**src/rtl/cmd_rom_pkg.sv**
```systemverilog
package cmd_rom_pkg;
  localparam int unsigned DEF_ADDR_W = 22;
  localparam int unsigned DEF_DATA_W = 8;
  localparam int unsigned RSEL_W     = 3;

  // number of byte fields needed to cover an address of width aw
  function automatic int unsigned field_count(input int unsigned aw, input int unsigned dw);
    return (aw + dw - 1) / dw;
  endfunction
endpackage

```
**src/rtl/strobe_rise.sv**
```systemverilog
module strobe_rise (
  input  logic clk,
  input  logic rst_n,
  input  logic strb_n,
  output logic rise
);
  logic prev_n;

  always_ff @(posedge clk or negedge rst_n) begin
    if (!rst_n) prev_n <= 1'b1;
    else        prev_n <= strb_n;
  end

  assign rise = !prev_n && strb_n;

  // a release cannot follow a release without a new assertion in between
  assert_rise_single_R5: assert property (@(posedge clk) disable iff (!rst_n)
    rise |=> !rise);
endmodule

```
**src/rtl/rom_model.sv**
```systemverilog
module rom_model #(
  parameter int unsigned ADDR_W = cmd_rom_pkg::DEF_ADDR_W,
  parameter int unsigned DATA_W = cmd_rom_pkg::DEF_DATA_W
) (
  input  logic [ADDR_W-1:0] addr,
  output logic [DATA_W-1:0] data
);
  // content is the XOR fold of the address fields
  always_comb begin
    data = '0;
    for (int i = 0; i < ADDR_W; i++) data[i % DATA_W] = data[i % DATA_W] ^ addr[i];
  end
endmodule

```
**src/rtl/addr_loader.sv**
```systemverilog
module addr_loader #(
  parameter int unsigned ADDR_W = cmd_rom_pkg::DEF_ADDR_W,
  parameter int unsigned DATA_W = cmd_rom_pkg::DEF_DATA_W
) (
  input  logic              clk,
  input  logic              rst_n,
  input  logic              wr_evt,
  input  logic              rd_evt,
  input  logic [DATA_W-1:0] wr_data,
  output logic [ADDR_W-1:0] addr
);
  localparam int unsigned NFIELD = cmd_rom_pkg::field_count(ADDR_W, DATA_W);
  localparam int unsigned PTR_W  = (NFIELD > 1) ? $clog2(NFIELD) : 1;
  localparam logic [PTR_W-1:0] LAST = PTR_W'(NFIELD - 1);

  logic [PTR_W-1:0]  ptr, ptr_nxt;
  logic [ADDR_W-1:0] addr_nxt;

  always_comb begin
    addr_nxt = addr;
    ptr_nxt  = ptr;
    if (wr_evt) begin
      for (int i = 0; i < ADDR_W; i++)
        if (PTR_W'(i / DATA_W) == ptr) addr_nxt[i] = wr_data[i % DATA_W];
      ptr_nxt = (ptr == LAST) ? '0 : ptr + 1'b1;
    end else if (rd_evt) begin
      addr_nxt = addr + 1'b1;   // natural wrap to zero
      ptr_nxt  = '0;
    end
  end

  always_ff @(posedge clk or negedge rst_n) begin
    if (!rst_n) begin
      addr <= '0;
      ptr  <= '0;
    end else begin
      addr <= addr_nxt;
      ptr  <= ptr_nxt;
    end
  end

  assert_step_R5: assert property (@(posedge clk) disable iff (!rst_n)
    (rd_evt && !wr_evt) |=> addr == ADDR_W'($past(addr) + 1'b1));
  assert_ptr_home_R7: assert property (@(posedge clk) disable iff (!rst_n)
    (rd_evt && !wr_evt) |=> ptr == '0);
  assert_ptr_range_R2: assert property (@(posedge clk) disable iff (!rst_n)
    ptr <= LAST);
  assert_idle_hold_R8: assert property (@(posedge clk) disable iff (!rst_n)
    (!rd_evt && !wr_evt) |=> ($stable(addr) && $stable(ptr)));
endmodule

```
**src/rtl/cmd_rom_seq.sv**
```systemverilog
module cmd_rom_seq #(
  parameter int unsigned ADDR_W = cmd_rom_pkg::DEF_ADDR_W,
  parameter int unsigned DATA_W = cmd_rom_pkg::DEF_DATA_W
) (
  input  logic                           clk,
  input  logic                           rst_n,
  input  logic                           ce_n,
  input  logic                           oe_n,
  input  logic                           we_n,
  input  logic [cmd_rom_pkg::RSEL_W-1:0] rsel,
  input  logic [DATA_W-1:0]              bus_i,
  output logic [DATA_W-1:0]              bus_o,
  output logic                           bus_oe,
  output logic                           standby
);
  logic              we_rise, oe_rise, sel_ok, wr_evt, rd_evt;
  logic [ADDR_W-1:0] addr;
  logic [DATA_W-1:0] rom_q;

  strobe_rise u_we (.clk(clk), .rst_n(rst_n), .strb_n(we_n), .rise(we_rise));
  strobe_rise u_oe (.clk(clk), .rst_n(rst_n), .strb_n(oe_n), .rise(oe_rise));

  // select bit 2 low addresses the pointer/data path; low select bits ignored
  assign sel_ok = !ce_n && !rsel[2];
  assign wr_evt = we_rise && sel_ok;
  assign rd_evt = oe_rise && sel_ok;

  addr_loader #(.ADDR_W(ADDR_W), .DATA_W(DATA_W)) u_ld (
    .clk(clk), .rst_n(rst_n), .wr_evt(wr_evt), .rd_evt(rd_evt),
    .wr_data(bus_i), .addr(addr)
  );

  rom_model #(.ADDR_W(ADDR_W), .DATA_W(DATA_W)) u_rom (.addr(addr), .data(rom_q));

  assign bus_oe = sel_ok && !oe_n;
  assign bus_o  = bus_oe ? rom_q : '0;

  always_ff @(posedge clk or negedge rst_n) begin
    if (!rst_n) standby <= 1'b1;
    else        standby <= ce_n;
  end

  assert_bus_quiet_R4: assert property (@(posedge clk) disable iff (!rst_n)
    !bus_oe |-> bus_o == '0);
  assert_no_event_off_R8: assert property (@(posedge clk) disable iff (!rst_n)
    ce_n |-> !(wr_evt || rd_evt));
endmodule

```
**config.mk**
```make
export PLATFORM = sky130hd
export DESIGN_NAME = cmd_rom_seq
export DESIGN_NICKNAME = d
export VERILOG_FILES = /design/src/rtl/cmd_rom_pkg.sv /design/src/rtl/strobe_rise.sv /design/src/rtl/rom_model.sv /design/src/rtl/addr_loader.sv /design/src/rtl/cmd_rom_seq.sv
export SDC_FILE = /design/constraint.sdc
export NUM_CORES = 1
export LEC_CHECK = 0
export ABC_AREA = 1
export BUFFER_PORTS_ARGS = -buffer_cell sky130_fd_sc_hd__buf_4
export CORE_ASPECT_RATIO = 1.2
export CORE_MARGIN = 10
export CORE_UTILIZATION = 54
export CTS_BUF_LIST = sky130_fd_sc_hd__clkbuf_2 sky130_fd_sc_hd__clkbuf_4 sky130_fd_sc_hd__clkbuf_8
export CTS_CLUSTER_DIAMETER = 60
export CTS_CLUSTER_SIZE = 16
export DETAILED_ROUTE_END_ITERATION = 6
export PLACE_DENSITY = 0.78
export SLEW_MARGIN = 0
export SYNTH_ARGS = -nofsm -noshare
export SYNTH_HDL_FRONTEND = slang
export SYNTH_SLANG_ARGS = --single-unit
```
**constraint.sdc**
```tcl
create_clock -name clk -period 1.3 [get_ports clk]
set_clock_uncertainty 0.05 [all_clocks]
set_input_delay 0.26 -clock clk [delete_from_list [all_inputs] [get_ports clk]]
set_output_delay 0.26 -clock clk [all_outputs]
set_load 0.05 [all_outputs]
```
=== Yosys cells after proc, flatten, opt, wreduce, memory -nomap -nowiden ===
Cells that the tools add are included.

* Output and inout bits: 10
* Register bits: 27
* Input port bits: 16

* $add $sub $neg: 2
* Reductions and logical operators: 16
* Eq/ne operators: 6
* Bitwise operators: 14
* Multiplexer cells: 28

{| class="wikitable"
|+ Operator list
! cell !! count
|-
| two-way mux 22 bit || 2
|-
| adder 22 x 1 -> 22 bit (second input constant) || 1
|-
| two-way mux 1 bit || 22
|-
| XOR 1 bit || 14
|-
| two-way mux 8 bit || 1
|-
| logical AND 1 bit || 6
|-
| two-way mux 2 bit || 3
|-
| inequality test 2 bit (second input constant) || 3
|-
| AND reduction 2 bit || 3
|-
| logical NOT 1 bit || 5
|-
| adder 2 x 1 -> 2 bit (second input constant) || 1
|-
| == test 1 x 2 -> 1 bit (first input constant) || 1
|-
| == test 2 bit (first input constant) || 1
|-
| == test 2 bit (second input constant) || 1
|-
| logical NOT 2 bit || 1
|-
| nonzero test 2 bit || 1
|}

=== Depth between registers and ports, before layout ===
Gate-level depths: netlist of run 1.

* Depth after elaboration: 5
* Mapped depth: 10

=== Cells and area by module ===
Synthesis of run 1 repeated with hierarchy kept, for this count alone.

* Cell total of the unflattened synthesis: 334
* Area, all modules: 2089.5 sq um

{| class="wikitable"
|+ By module, submodules not included
! module !! seq. area each (sq um) !! instances !! area an instance (sq um) !! cells an instance
|-
| addr_loader || 600.6 || 1 || 1664.1 || 246
|-
| rom_model || 0.0 || 1 || 227.7 || 56
|-
| cmd_rom_seq || 26.3 || 1 || 125.1 || 26
|-
| strobe_rise || 26.3 || 2 || 36.3 || 3
|}

=== Least setup slack after synthesis of run 1 ===
OpenSTA, ideal clock, no wires.

* Path type: input -> output
* From: input port rsel[2] in the netlist's numbering
* To: output port bus_o[0]
* Arrival time: 2216 ps
* Slack: -1226 ps
* Data required time: 990 ps
* Stages: 5
* Cell sequence: inv_1 -> nand2_1 -> nor2_1 -> o21ai_0 -> a21oi_1

* Longest elaborated chain between the ends: 4

{| class="wikitable"
|+ RTL lines
! element !! RTL line !! RTL
|-
| start: declaration || cmd_rom_seq.sv:10 || <nowiki>input logic [cmd_rom_pkg::RSEL_W-1:0] rsel,</nowiki>
|-
| logical NOT 1 bit || cmd_rom_seq.sv:24 || <nowiki>assign sel_ok = !ce_n && !rsel[2];</nowiki>
|-
| logical AND 1 bit || cmd_rom_seq.sv:24 ||
|-
| logical AND 1 bit || cmd_rom_seq.sv:35 || <nowiki>assign bus_oe = sel_ok && !oe_n;</nowiki>
|-
| named net bus_oe || cmd_rom_seq.sv:13 || <nowiki>output logic bus_oe,</nowiki>
|-
| two-way mux 8 bit || cmd_rom_seq.sv:36 || <nowiki>assign bus_o = bus_oe ? rom_q : '0;</nowiki>
|-
| end: declaration || cmd_rom_seq.sv:12 || <nowiki>output logic [DATA_W-1:0] bus_o,</nowiki>
|}

The timed path passes the listed nets, and every way through them passes these cells.

=== Worst setup path after layout of run 1 ===
* From: register u_ld.addr[13]
* To: register u_ld.addr[17]

* Longest elaborated chain between the ends: 3

{| class="wikitable"
|+ RTL lines
! element !! RTL line !! RTL
|-
| start: declaration || addr_loader.sv:10 || <nowiki>output logic [ADDR_W-1:0] addr</nowiki>
|-
| start signal: assignment || addr_loader.sv:37 || <nowiki>addr <= addr_nxt;</nowiki>
|-
| adder 22 x 1 -> 22 bit || addr_loader.sv:27 || <nowiki>addr_nxt = addr + 1'b1;</nowiki>
|-
| two-way mux 22 bit || addr_loader.sv:26 || <nowiki>end else if (rd_evt) begin</nowiki>
|-
| two-way mux 22 bit || addr_loader.sv:22 || <nowiki>if (wr_evt) begin</nowiki>
|}

Every way passes these cells. The select of a mux whose other input is x is not followed.
A chain may end at the register's enable or synchronous reset.

==> results of run 1 <==
## flip-flops by register name, indices dropped and copies added (netlist names)
name and flops:
u_ld.ptr 2, u_ld.addr 22, standby 1, u_oe.prev_n 1, u_we.prev_n 1
## how the worst max path moves through the flow
stage,start,end,slack (ps),cells past startpoint
3_3_place_gp,u_ld.addr[0],u_ld.addr[12],-220,8
3_5_place_dp,u_we.prev_n,u_ld.addr[13],-260,8
6_report,u_ld.addr[13],u_ld.addr[17],-500,7
2_1_floorplan,ce_n,bus_o[0],-230,5
4_1_cts,u_ld.addr[1],bus_o[1],-360,4
5_1_grt,u_ld.addr[12],u_ld.addr[17],-550,6
## cells in the mapped netlist (5+ instances only)
cell     count  area (µm²)
nand2_1     71       266.5
inv_1       39       146.4
nor2_1      35       131.4
o21ai_0     26       130.1
dfrtp_1     24       600.6
a21oi_1     23       115.1
nand3_1     20       100.1
o21ai_1     10       50.05
nor2_2       8       50.05
buf_2        7       35.03
xnor2_1      7       61.31
nand2_2      6       37.54
nand3_2      6       60.06
nand4_1      5       31.28
## critical path: stages (launching register included)
cell     delay [ps]
dfrtp_1         410
buf_4           140
buf_4           120
nand4_1         200
nor2_1          310
nand3_1         230
nand3_1         140
a21oi_1          60
## cells in the final DEF, fill, tap and decap left out, drive strengths merged
master | Yosys | routed
nand4 | 5 | 5
clkbuf | 1 | 4
nor3 | 1 | 1
a21oi | 26 | 26
ha | 1 | 1
nand2 | 79 | 80
o21ai | 36 | 36
buf | 9 | 93
nor2 | 47 | 47
nand3 | 26 | 26
dlygate4sd3 | 0 | 1
inv | 40 | 41
a21boi | 2 | 2
o21bai | 1 | 1
xnor2 | 7 | 7
dfrtp | 24 | 24
dfstp | 3 | 3
## logic make-up (layout without fill, tap and decap cells)
kind of cell / count (synthesis) / count (layout) / share of synthesized area, %
buf+inv: 51 / 139 / 10.22
flops: 27 / 27 / 33.03
compound gates: 65 / 65 / 16.73
xor+xnor: 7 / 7 / 2.981
simple gates: 158 / 159 / 36.44
fa+ha+maj: 1 / 1 / 0.6082
## power by group
part | switching, W | internal (W) | total [W]
clock network | 0.000317 | 0.000242 | 0.000559
logic | 0.00206 | 0.00156 | 0.00362
registers | 0.000387 | 0.00112 | 0.00151
total | 0.00276 | 0.00292 | 0.00568
## final cells by class
class	instances	area share, %
Tap cell	52	1.871
Sequential cell	27	19.86
Timing Repair Buffer	94	24.25
Clock buffer	4	1.403
Multi-Input combinational cell	232	47.21
Inverter	41	5.398
## per-layer routing
layer / GRT usage, % / up-vias / share of wire, %
met4: 9.814 / 0 / 9.6
met3: 4.098 / 144 / 10
li1: - / 1179 / -
met1: 24.58 / 1324 / 33
met2: 43.34 / 323 / 47
met5: 0 / - / 0
## metrics by stage
stage	total power, W	hold slack (ps)	worst slack (ps)	util [%]	instances
after detailed placement	0.003860	147.1	-260.4	76.88	419
final	0.005680	49.63	-495.3	94.91	450
after floorplan	0.002863	-85.59	-229.9	-	309
after global routing	0.005846	53.68	-546.5	94.91	450
after global placement	0.003780	146.2	-219.2	76.88	419
after CTS	0.004886	37.89	-355.2	87.64	441
## timing repair
| action | CTS | global route |
|---|---|---|
| endpoints found under the hold margin | 24 | 0 |
| resized for setup | 52 | 54 |
| buffers inserted | 16 | 9 |
| hold buffers | 1 | 0 |
| cloned | 1 | 0 |
| pin swaps | 20 | 25 |
| endpoints found under the setup margin | 33 | 33 |
==> tab_implementation.tex, run 1 <==
\begin{tabular}{lr}
\hline
Metric & Value \\
\hline
\multicolumn{2}{l}{\textbf{STA}} \\
Final-report setup violation count & 31 \\
Number of hold-slack violations in the final timing report & 0 \\
Max\_slew headroom & 74.86\% \\
Post-route setup slack & -495.3 ps \\
Number of slew-limit violations in the final report & 0 \\
Setup repair after global routing missed its margin & true \\
Period minus WS final & approximately 1800 ps \\
Total Negative Setup Slacks & -10590 ps \\
Slew at the pin closest to its max-slew limit & roughly 380 ps \\
Maximum frequency from static timing analysis & around 560 MHz \\
Final worst-path cycle share & 138.1\% \\
\multicolumn{2}{l}{\textbf{Yosys}} \\
Count of state elements after synthesis & 27 \\
Register area share after synthesis & 33.03\% \\
Synth warn & 0 \\
EDFF count, synth & 0 \\
Syn Nets & between 300 and 400 \\
Cells after synthesis & 309 \\
Yosys cell types & 27 \\
Most instantiated flip-flop cell in the synthesis netlist & dfrtp\_1 \\
Mapped Area & approximately 2000 µm² \\
Post-synth ARST share & 100.0\% \\
Avg Synthesized Cell Area & approximately 6.7 µm² \\
\multicolumn{2}{l}{\textbf{Floorplanning}} \\
Placeable core area & approximately 3700 µm² \\
I/O pin cnt & 26 \\
DIE WIDTH & 76.34 µm \\
Die height & 87.61 µm \\
Starting utilization of the core area & roughly 56\% \\
Area of the die & about 6700 µm² \\
Row count & 24 \\
\multicolumn{2}{l}{\textbf{Hold path}} \\
Instance count along the most critical hold path & 1 \\
Capture endpoint of the worst hold path & u\_we.prev\_n \\
Worst hold path startpoint & we\_n \\
Worst hold path class & primary input to flop \\
\multicolumn{2}{l}{\textbf{Pwr}} \\
Power density over the cells & approximately 1600 nW/µm² \\
Reported leakage power & about 1.6 nW \\
Maximum VDD drop & about 1100 µV \\
\multicolumn{2}{l}{\textbf{Global routing}} \\
Maximum number of pins on one net before global-route repair & 28 \\
Vias in the first global route & $\sim$2.6k \\
Antenna violations before repair & 0 \\
GRT Residual Overflow & 0 \\
First-pass GRT wire length & about 13000 µm \\
Global-route usage over all layers & between 20\% and 30\% \\
\multicolumn{2}{l}{\textbf{Route}} \\
Wire length reported by the detailed router & $\sim$11000 µm \\
Mean routed wirelength per cell & 24.25 µm \\
Initial DRT Pass Iterations & 5 \\
Detailed-route DRC error count & 0 \\
Iteration-0 DRC Markers & just over 500 \\
Detailed-route via count & $\sim$3.0k \\
Number of nets with antenna violations after detailed routing & 0 \\
Detail-routed via count per cell & approximately 6.6 \\
\multicolumn{2}{l}{\textbf{CTS}} \\
Clock latency of the later-clocked register in the worst-skew pair & slightly below 300 ps \\
TritonCTS Buffers & 3 \\
CTS root buffer & clkbuf\_8 \\
Clock tree from TritonCTS & done \\
Longest Clk Path Bufs & 2 \\
Clock slew at reported path FFs & between 100 and 150 ps \\
Sink Count & 27 \\
Number of levels the H-tree was split into & 1 \\
\multicolumn{2}{l}{\textbf{Finish}} \\
Filler cells & approximately 100 \\
Area taken by flip-flops and latches & 690.7 µm² \\
Synth-to-layout area growth & 69.04\% \\
Multi-input gate area in the final layout & between 1500 and 2000 µm² \\
Antenna diode count & 0 \\
Final Net Count & 416 \\
Final cell area excluding filler cells & 3477 µm² \\
Layout cell share with drive strength beyond 1 & a little over half \\
\multicolumn{2}{l}{\textbf{Setup path}} \\
Crit Path Max Fanout & 3 \\
Category of the worst setup path launch point & flop \\
Register-to-Register Setup Slack & -500 ps \\
Worst endpoint data arrival time & about 1900 ps \\
Critical register-to-register path endpoint & u\_ld.addr[17] \\
Reg2reg start & u\_ld.addr[13] \\
Path type of the worst setup path & flop to flop \\
Number of cell instances on the worst register-to-register path & 7 \\
Capturing element type of the critical path & flop \\
Required arrival time at the worst endpoint & between 1000 and 1500 ps \\
\multicolumn{2}{l}{\textbf{Run}} \\
Maxcap violations & 0 \\
\multicolumn{2}{l}{\textbf{Placed design}} \\
Final GP Congestion & slightly above 0.9 \\
IO Port Bufs & 23 \\
Total cell area at the placement stage & between 2000 and 3000 µm² \\
Post-DP HPWL & 4858 µm \\
\multicolumn{2}{l}{\textbf{Status}} \\
Failing checks & setup timing \\
Status & finished with violations \\
\hline
\end{tabular}
No activity file was read; power rests on OpenSTA's default activity.
==> run 2: changes to the inputs <==
CORE_UTILIZATION = 60   (was 54)
PLACE_DENSITY = 0.82   (was 0.78)
SKIP_CTS_REPAIR_TIMING = 1   (was not set)
SLEW_MARGIN = 20   (was 0)
clock period = 1.9 ns   (was 1.3 ns; I/O delays follow)
==> run 2 against run 1 <==
Against the previous run: the run now ends clean; global-route usage down 4.5 points; sequential power down 31%; worst setup slack better by 530 ps; largest cell class unchanged; critical path depth down 3; register-to-register slack better by 710 ps; final area down 26%; final cell count down 16%; flip-flop and latch count unchanged; sequential share of layout area up 6.9 points.
==> tab_implementation.tex, run 2 (synthesis gave the netlist of run 1 again) <==
\begin{tabular}{lr}
\hline
Metric & Value \\
\hline
\multicolumn{2}{l}{\textbf{Route}} \\
Iteration-0 DRC Markers & 162 (was 503) \\
Mean routed wirelength per cell & 14.83 µm (was 24.25 µm) \\
Number of nets with antenna violations after detailed routing & 0 (unchanged) \\
Wire length reported by the detailed router & 5634 µm (was 10910 µm) \\
Detailed-route DRC error count & 0 (unchanged) \\
Detailed-route via count & 2112 (was 2970) \\
Initial DRT Pass Iterations & 4 (was 5) \\
Detail-routed via count per cell & 5.558 (was 6.600) \\
\multicolumn{2}{l}{\textbf{Placed design}} \\
Post-DP HPWL & 4205 µm (was 4858 µm) \\
Total cell area at the placement stage & 2405 µm² (was 2816 µm²) \\
IO Port Bufs & 23 (unchanged) \\
Worst setup slack after placement & 36.81 ps (was -260.4 ps) \\
Final GP Congestion & 0.9051 (was 0.9146) \\
\multicolumn{2}{l}{\textbf{Global routing}} \\
First-pass GRT wire length & 9384 µm (was 12630 µm) \\
GRT Residual Overflow & 0 (unchanged) \\
Global-route usage over all layers & 18.34\% (was 22.88\%) \\
GRT met3 Usage & 3.534\% (was 4.098\%) \\
Global routing met1 resource utilization & 22.51\% (was 24.58\%) \\
Antenna violations before repair & 0 (unchanged) \\
Met2 global-route usage & 30.20\% (was 43.34\%) \\
Busiest grt layer & met2 (unchanged) \\
Vias in the first global route & 2024 (was 2590) \\
Maximum number of pins on one net before global-route repair & 28 (unchanged) \\
\multicolumn{2}{l}{\textbf{Finish}} \\
Flip-flop count of the largest register after layout & 22 (unchanged) \\
Commonest non-fill, non-tap cell in the layout & nand2\_1 (was buf\_4) \\
Largest registers & u\_ld.addr (22), u\_ld.ptr (2) (unchanged) \\
Synth-to-layout area growth & 24.70\% (was 69.04\%) \\
Highest-count cells in the layout ignoring fill and taps & nand2\_1 (71), inv\_1 (39), buf\_4 (37) (was buf\_4 (67), nand2\_1 (57), inv\_1 (33)) \\
Final Net Count & 361 (was 416) \\
Register with the most flip-flops & u\_ld.addr (unchanged) \\
Layout cell share with drive strength beyond 1 & 28.57\% (was 53.52\%) \\
Antenna diode count & 0 (unchanged) \\
Final cell area excluding filler cells & 2565 µm² (was 3477 µm²) \\
\multicolumn{2}{l}{\textbf{CTS}} \\
Number of levels the H-tree was split into & 1 (unchanged) \\
Clock latency of the later-clocked register in the worst-skew pair & 290 ps (about the same) \\
Clock slew at reported path FFs & 100 ps (was 120 ps) \\
TritonCTS Buffers & 3 (unchanged) \\
Longest Clk Path Bufs & 2 (unchanged) \\
Clock tree from TritonCTS & done (unchanged) \\
Sink Count & 27 (unchanged) \\
CTS root buffer & clkbuf\_8 (unchanged) \\
\multicolumn{2}{l}{\textbf{STA}} \\
Post-route setup slack & 35.06 ps (was -495.3 ps) \\
Period minus WS final & approximately 1900 ps \\
Final-report setup violation count & 0 (was 31) \\
Number of hold-slack violations in the final timing report & 0 (unchanged) \\
Maximum frequency from static timing analysis & $\sim$540 MHz \\
Number of slew-limit violations in the final report & 0 (unchanged) \\
Worst hold margin & 158.0 ps (was 49.63 ps) \\
Slew at the pin closest to its max-slew limit & 406.4 ps (was 375.8 ps) \\
Final worst-path cycle share & between 90\% and 100\% \\
Max\_slew headroom & 72.84\% (was 74.86\%) \\
Total Negative Setup Slacks & 0 ps (was -10590 ps) \\
\multicolumn{2}{l}{\textbf{Setup path}} \\
Required arrival time at the worst endpoint & 1470 ps (was 1410 ps) \\
Worst endpoint data arrival time & 1430 ps (was 1910 ps) \\
Crit Path Max Fanout & 6 (was 3) \\
Category of the worst setup path launch point & flop (unchanged) \\
Path type of the worst setup path & flop to primary output (was flop to flop) \\
Capturing element type of the critical path & primary output (was flop) \\
\multicolumn{2}{l}{\textbf{Floorplanning}} \\
Die height & 84.14 µm (was 87.61 µm) \\
Row count & 23 (was 24) \\
Area of the die & 6180 µm² (was 6688 µm²) \\
I/O pin cnt & 26 (unchanged) \\
Placeable core area & 3309 µm² (was 3664 µm²) \\
DIE WIDTH & 73.45 µm (was 76.34 µm) \\
Starting utilization of the core area & 62.16\% (was 56.15\%) \\
\multicolumn{2}{l}{\textbf{Status}} \\
Status & finished, final reports clean (was finished with violations) \\
\multicolumn{2}{l}{\textbf{Pwr}} \\
Maximum VDD drop & 763.0 µV (was 1056 µV) \\
Power density over the cells & 1054 nW/µm² (was 1634 nW/µm²) \\
Reported leakage power & 1.241 nW (was 1.632 nW) \\
\multicolumn{2}{l}{\textbf{Hold path}} \\
Worst hold path class & primary input to flop (unchanged) \\
\multicolumn{2}{l}{\textbf{Run}} \\
Maxcap violations & 0 (unchanged) \\
\hline
\end{tabular}
run 2: cell types whose count changed in the layout (fill, tap and decap cells not counted), moves of 6 or more:
cell,change
o21ai_2,-18
nor2_1,+6
inv_1,+6
nand2_1,+14
nand2_2,-7
o21ai_0,+15
buf_6,-18
buf_4,-30
nor2_4,-7
nand3_1,+6
run 2: routing by layer:
metal	wire (µm)	share of wire, %
met3	295	5.2
met1	2333	41
met2	2838	50
met5	0	0
met4	166	2.9
run 2: worst paths after layout:
kind                       depth (start not counted)            end  slack [ps]           from
max                                                4       bus_o[2]          40   u_ld.addr[2]
min                                                1        standby         160           ce_n
max reg2reg                                        7  u_ld.addr[12]         210    u_we.prev_n
min reg2reg                                        2  u_ld.addr[20]         550  u_ld.addr[20]
max in group asynchronous                          2        standby         990          rst_n
min in group asynchronous                          2    u_ld.ptr[1]         490          rst_n
run 2: stage by stage:
step / total power, W / util (%) / std cells
floorplan: 0.001842 / - / 309
global route: 0.002903 / 77.50 / 380
finish: 0.002703 / 77.50 / 380
global placement: 0.002175 / 72.67 / 371
CTS: 0.002571 / 74.14 / 375
detailed placement: 0.002223 / 72.67 / 371
run 2: area by class of cell:
cell class              count  area, µm²
clock buffers               3      41.29
flip-flops and latches     27      686.9
well taps                  37      46.29
clock inverters             1      7.507
inverters                  41      155.1
fillers                   242      744.5
repair buffers             40      310.3
multi-input cells         231       1318
run 2: worst max-delay path, stage by stage, from the launching register on:
cell     delay [ps]
dfrtp_1         490
xnor2_2         180
buf_4           150
a21oi_4         120
buf_4           210
run 2: where the power goes:
part           switching, W  internal [W]  total, W
logic              0.000763      0.000556   0.00132
clock network      0.000198      0.000150  0.000348
registers          0.000279      0.000757   0.00104
